**src/rtl/pg_ext_pkg.sv**
```systemverilog
package pg_ext_pkg;
  localparam int unsigned VA_W      = 16;
  localparam int unsigned PAGE_W    = 8;
  localparam int unsigned NUM_PAGES = 4;
  localparam int unsigned SEG_W     = 6;
  localparam int unsigned SEL_W     = $clog2(NUM_PAGES);
  localparam int unsigned OFF_W     = VA_W - SEL_W;
  localparam int unsigned PA_W      = PAGE_W + OFF_W;
endpackage

```
**src/rtl/pg_ext_pagefile.sv**
```systemverilog
module pg_ext_pagefile #(
  parameter int unsigned NUM_PAGES = pg_ext_pkg::NUM_PAGES,
  parameter int unsigned PAGE_W    = pg_ext_pkg::PAGE_W,
  parameter int unsigned SEL_W     = pg_ext_pkg::SEL_W
) (
  input  logic                            clk_i,
  input  logic                            rst_ni,
  input  logic                            wr_en_i,
  input  logic [SEL_W-1:0]                wr_sel_i,
  input  logic [PAGE_W-1:0]               wr_data_i,
  output logic [NUM_PAGES-1:0][PAGE_W-1:0] page_o
);

  // reset value of register n is page n: identity map of the low window set
  for (genvar g = 0; g < NUM_PAGES; g++) begin : g_page
    logic [PAGE_W-1:0] page_q;
    logic              hit;

    assign hit = wr_en_i && (wr_sel_i == SEL_W'(g));

    always_ff @(posedge clk_i or negedge rst_ni) begin
      if (!rst_ni)  page_q <= PAGE_W'(g);
      else if (hit) page_q <= wr_data_i;
    end

    assign page_o[g] = page_q;
  end

endmodule

```
**src/rtl/pg_ext_xlate.sv**
```systemverilog
module pg_ext_xlate #(
  parameter int unsigned NUM_PAGES = pg_ext_pkg::NUM_PAGES,
  parameter int unsigned PAGE_W    = pg_ext_pkg::PAGE_W,
  parameter int unsigned VA_W      = pg_ext_pkg::VA_W,
  parameter int unsigned SEG_W     = pg_ext_pkg::SEG_W,
  parameter int unsigned PA_W      = pg_ext_pkg::PA_W
) (
  input  logic [NUM_PAGES-1:0][PAGE_W-1:0] page_i,
  input  logic [VA_W-1:0]                  va_i,
  input  logic                             bypass_i,
  input  logic [SEG_W-1:0]                 seg_i,
  output logic [PA_W-1:0]                  pa_o
);

  localparam int unsigned SEL_W = $clog2(NUM_PAGES);
  localparam int unsigned OFF_W = VA_W - SEL_W;

  logic [SEL_W-1:0]  sel;
  logic [PAGE_W-1:0] page;
  logic [PA_W-1:0]   paged_pa;
  logic [PA_W-1:0]   seg_pa;

  assign sel      = va_i[VA_W-1 -: SEL_W];
  assign page     = page_i[sel];
  assign paged_pa = PA_W'({page, va_i[OFF_W-1:0]});
  assign seg_pa   = PA_W'({seg_i, va_i});
  assign pa_o     = bypass_i ? seg_pa : paged_pa;

endmodule

```
**src/rtl/pg_ext_hazard.sv**
```systemverilog
module pg_ext_hazard #(
  parameter int unsigned VA_W  = pg_ext_pkg::VA_W,
  parameter int unsigned SEL_W = pg_ext_pkg::SEL_W
) (
  input  logic             wr_en_i,
  input  logic [SEL_W-1:0] wr_sel_i,
  input  logic [VA_W-1:0]  wr_src_addr_i,
  output logic             hit_o
);

  // writer's own window equals the register it rewrites
  assign hit_o = wr_en_i && (wr_src_addr_i[VA_W-1 -: SEL_W] == wr_sel_i);

endmodule

```
**src/rtl/pg_ext_unit.sv**
```systemverilog
module pg_ext_unit #(
  parameter int unsigned NUM_PAGES = pg_ext_pkg::NUM_PAGES,
  parameter int unsigned PAGE_W    = pg_ext_pkg::PAGE_W,
  parameter int unsigned VA_W      = pg_ext_pkg::VA_W,
  parameter int unsigned SEG_W     = pg_ext_pkg::SEG_W,
  parameter int unsigned SEL_W     = $clog2(NUM_PAGES),
  parameter int unsigned PA_W      = PAGE_W + VA_W - SEL_W
) (
  input  logic              clk_i,
  input  logic              rst_ni,
  input  logic              wr_en_i,
  input  logic [SEL_W-1:0]  wr_sel_i,
  input  logic [PAGE_W-1:0] wr_data_i,
  input  logic [VA_W-1:0]   wr_src_addr_i,
  input  logic              req_valid_i,
  input  logic [VA_W-1:0]   req_addr_i,
  input  logic              dma_bypass_i,
  input  logic [SEG_W-1:0]  dma_seg_i,
  output logic              rsp_valid_o,
  output logic [PA_W-1:0]   rsp_addr_o,
  output logic              hazard_o
);

  logic [NUM_PAGES-1:0][PAGE_W-1:0] page;
  logic [PA_W-1:0]                  pa_d;
  logic                             hz_d;

  logic            rsp_valid_q;
  logic [PA_W-1:0] rsp_addr_q;
  logic            hazard_q;

  pg_ext_pagefile #(
    .NUM_PAGES(NUM_PAGES),
    .PAGE_W   (PAGE_W),
    .SEL_W    (SEL_W)
  ) u_pagefile (
    .clk_i    (clk_i),
    .rst_ni   (rst_ni),
    .wr_en_i  (wr_en_i),
    .wr_sel_i (wr_sel_i),
    .wr_data_i(wr_data_i),
    .page_o   (page)
  );

  pg_ext_xlate #(
    .NUM_PAGES(NUM_PAGES),
    .PAGE_W   (PAGE_W),
    .VA_W     (VA_W),
    .SEG_W    (SEG_W),
    .PA_W     (PA_W)
  ) u_xlate (
    .page_i  (page),
    .va_i    (req_addr_i),
    .bypass_i(dma_bypass_i),
    .seg_i   (dma_seg_i),
    .pa_o    (pa_d)
  );

  pg_ext_hazard #(
    .VA_W (VA_W),
    .SEL_W(SEL_W)
  ) u_hazard (
    .wr_en_i      (wr_en_i),
    .wr_sel_i     (wr_sel_i),
    .wr_src_addr_i(wr_src_addr_i),
    .hit_o        (hz_d)
  );

  // translation samples pre-write page values: same-cycle write seen next request
  always_ff @(posedge clk_i or negedge rst_ni) begin
    if (!rst_ni) begin
      rsp_valid_q <= 1'b0;
      rsp_addr_q  <= '0;
      hazard_q    <= 1'b0;
    end else begin
      rsp_valid_q <= req_valid_i;
      hazard_q    <= hz_d;
      if (req_valid_i) rsp_addr_q <= pa_d;
    end
  end

  assign rsp_valid_o = rsp_valid_q;
  assign rsp_addr_o  = rsp_addr_q;
  assign hazard_o    = hazard_q;

endmodule

```
**config.mk**
```make
export PLATFORM = sky130hd
export DESIGN_NAME = pg_ext_unit
export DESIGN_NICKNAME = d
export VERILOG_FILES = /design/src/rtl/pg_ext_pkg.sv /design/src/rtl/pg_ext_pagefile.sv /design/src/rtl/pg_ext_xlate.sv /design/src/rtl/pg_ext_hazard.sv /design/src/rtl/pg_ext_unit.sv
export SDC_FILE = /design/constraint.sdc
export NUM_CORES = 1
export LEC_CHECK = 0
export BUFFER_PORTS_ARGS = -buffer_cell sky130_fd_sc_hd__buf_2
export CORE_MARGIN = 3
export CORE_UTILIZATION = 54
export DETAILED_ROUTE_END_ITERATION = 16
export GPL_TIMING_DRIVEN = 0
export PLACE_DENSITY_LB_ADDON = 0.25
export SYNTH_ARGS = -nofsm -noshare
export SYNTH_HDL_FRONTEND = slang
export SYNTH_SLANG_ARGS = --single-unit
```
**constraint.sdc**
```tcl
create_clock -name clk_i -period 2 [get_ports clk_i]
set_input_delay 0.5 -clock clk_i [delete_from_list [all_inputs] [get_ports clk_i]]
set_output_delay 0.5 -clock clk_i [all_outputs]
set_load 0.01 [all_outputs]
```
==> metrics <==
Power Dens Cells=a little under 900 nW/µm²; synth-to-layout area growth=18.2%; Crit path largest cell delay=0.48 ns; cells along the critical path=buf_2, nor3b_4, mux2_2; CP bufs+invs=1; relative slew slack=0.214; Clock Sinks=56; gr ovfl total=0; Vias=between 1,000 and 1,500; CP max-delay cell=nor3b_4; HP Class=in2reg; dpl hpwl=between 3000 and 4000 µm; gp weighted congestion=approximately 0.69; hold_buf cts=0; WP data required=2.19 ns; critical path arrival=1.53 ns; Netlist cell types=19; post-CTS resize count=0; vias in the first global route=roughly 1,500; Skew-Pair Late Insertion Delay=0.30 ns; worst ir drop on vdd=roughly 0.48 mV; Core Area=between 4000 and 5000 µm²; Initial DRC Count=73; gr usage total=0.180; Filler Cells Inserted=just over 300; die height=between 70 and 80 µm; Root Buffer=clkbuf_8; wire length per cell=approximately 16 µm; RSZ-0062 raised after global routing=false; Synthesis Warnings=0; CTS tree=built; initial antenna violation count=0; max frequency=about 750 MHz; vias per cell=between 5 and 6; Port Buffers=between 50 and 60; # IOs=77; Post-Synthesis Cells=about 150; Die X=slightly above 70 µm; initial core utilization=0.578; setup tns final=0 ns; Syn Area/Cell=15.5 µm²; fin util=0.683; area of the mapped netlist=2380 µm²; CP max FO=8; Max Clock Skew=0.00615 ns; Setup-failing EPs final=0; H-Tree Level Count=2; CTS buffer count=5; Startpoint Class=input port; first-pass GRT wire length=around 7300 µm; Crit path max-delay family=simple AND/OR/NAND/NOR gates; WS Path Type=in2reg; Max Cap Viol=0; post-route ant nets=0; flops & latches, synth=56; Die ar.=between 5000 and 6000 µm²; crit path time final=1.34 ns; final wirelength=4400 µm; Non-Filler Instances=approximately 270; Final Max Slew Viols=0; Residual DRC=0; Cells after DPL=260; Post-Place Setup Slack=approximately 0.34 ns; layout cells sized above 1=0.601; final hold viol count=0; clock tree buffer depth=2; final worst path period share=0.671; Clock Pin Slew Worst Setup and Hold Paths=~0.09 ns; Power Total=about 2500 µW; syn nets=slightly above 200; drt first pass iters=4; postcts setup bufs=0; Seq/Total Area, Yosys=0.591; Site Rows=23; number of nets in the layout=between 200 and 300; status=finished, final reports clean; largest net degree at the start of global routing=57; crit end category=flip-flop; PnR worst setup slack=around 0.66 ns; Pleak=roughly 0.0013 µW; Ant. Diodes=0; Worst Tran Pin Value=between 1 and 1.5 ns
power breakdown:
part / switching (µW) / internal (µW) / total [µW]
logic: 197 / 269 / 466
registers: 85.3 / 1320 / 1400
clock network: 342 / 251 / 593
total: 624 / 1840 / 2460
worst register-to-register path: stages (launching register included):
cell	delay, ns
dfrtp_1	0.40
mux4_2	0.47
mux2i_1	0.16
a21oi_1	0.08
cells by family (layout without fill, tap and decap cells):
logic type	after synthesis	after routing	share of synthesized area
buf+inv	8	73	0.0189
simple gates	15	15	0.0426
compound gates	10	10	0.0221
mux	62	62	0.318
flops	56	56	0.591
xor+xnor	2	2	0.00737
through the flow:
step | hold slack, ns | cell area, µm²
floorplan | 0.204 | 2380
global placement | 0.482 | 2730
detailed placement | 0.490 | 2730
CTS | 0.330 | 2810
global route | 0.338 | 2810
finish | 0.336 | 2810
synthesized netlist by cell type:
cell	instances	area, µm²
a21oi_1	6	30.0
a31oi_1	2	12.5
and3_2	1	7.51
buf_2	3	15.0
buf_4	1	7.51
buf_6	1	11.3
clkbuf_1	3	11.3
dfrtp_1	52	1300
dfstp_2	4	105
mux2_2	48	541
mux2i_1	8	80.1
mux4_2	6	135
nand3_2	1	10.0
nand3b_2	2	22.5
nor2_1	8	30.0
nor3b_4	1	18.8
o21ai_0	2	10.0
or3_1	2	12.5
xnor2_1	2	17.5
registers in the layout, indices dropped and copies added (netlist names):
signal / count
u_pagefile.g_page.page_q: 32
rsp_valid_o: 1
hazard_o: 1
rsp_addr_o: 22
path summary, 6_finish.rpt:
check	slack, ns	to	depth (start not counted)	start
setup / recovery	0.66	u_pagefile.g_page[0].page_q[6]	3	wr_sel_i[0]
hold / removal	0.34	rsp_valid_o	1	req_valid_i
setup reg to reg	0.76	rsp_addr_o[21]	3	u_pagefile.g_page[3].page_q[7]
hold reg to reg	0.51	u_pagefile.g_page[3].page_q[6]	1	u_pagefile.g_page[3].page_q[6]
max in group asynchronous	0.85	u_pagefile.g_page[0].page_q[6]	1	rst_ni
min in group asynchronous	0.43	rsp_addr_o[10]	1	rst_ni
area by class of cell:
class	count	area (µm²)	area share
plain buffers	8	45.0	0.0160
clock buffers	7	76.3	0.0271
clock inverters	1	8.76	0.00312
multi-input cells	89	927	0.330
flip-flops and latches	56	1410	0.500
well taps	50	62.6	0.0223
repair buffers	57	285	0.101
per-layer routing:
| layer | wire, µm | vias up | global-route usage |
|---|---|---|---|
| li1 | - | 681 | - |
| met1 | 1800 | 747 | 0.224 |
| met2 | 2270 | 47 | 0.321 |
| met3 | 293 | 6 | 0.0360 |
| met4 | 36 | 0 | 0.0438 |
| met5 | 0 | - | 0 |
cell usage in the layout, fill, tap and decap left out, types with 4 or more instances in the layout:
master / netlist / layout
mux4_2: 6 / 6
mux2_2: 48 / 48
buf_2: 3 / 60
dfstp_2: 4 / 4
dfrtp_1: 52 / 52
nor2_1: 8 / 8
mux2i_1: 8 / 8
clkbuf_1: 3 / 5
a21oi_1: 6 / 6
clkbuf_8: 0 / 5
No activity file was read; power rests on OpenSTA's default activity.
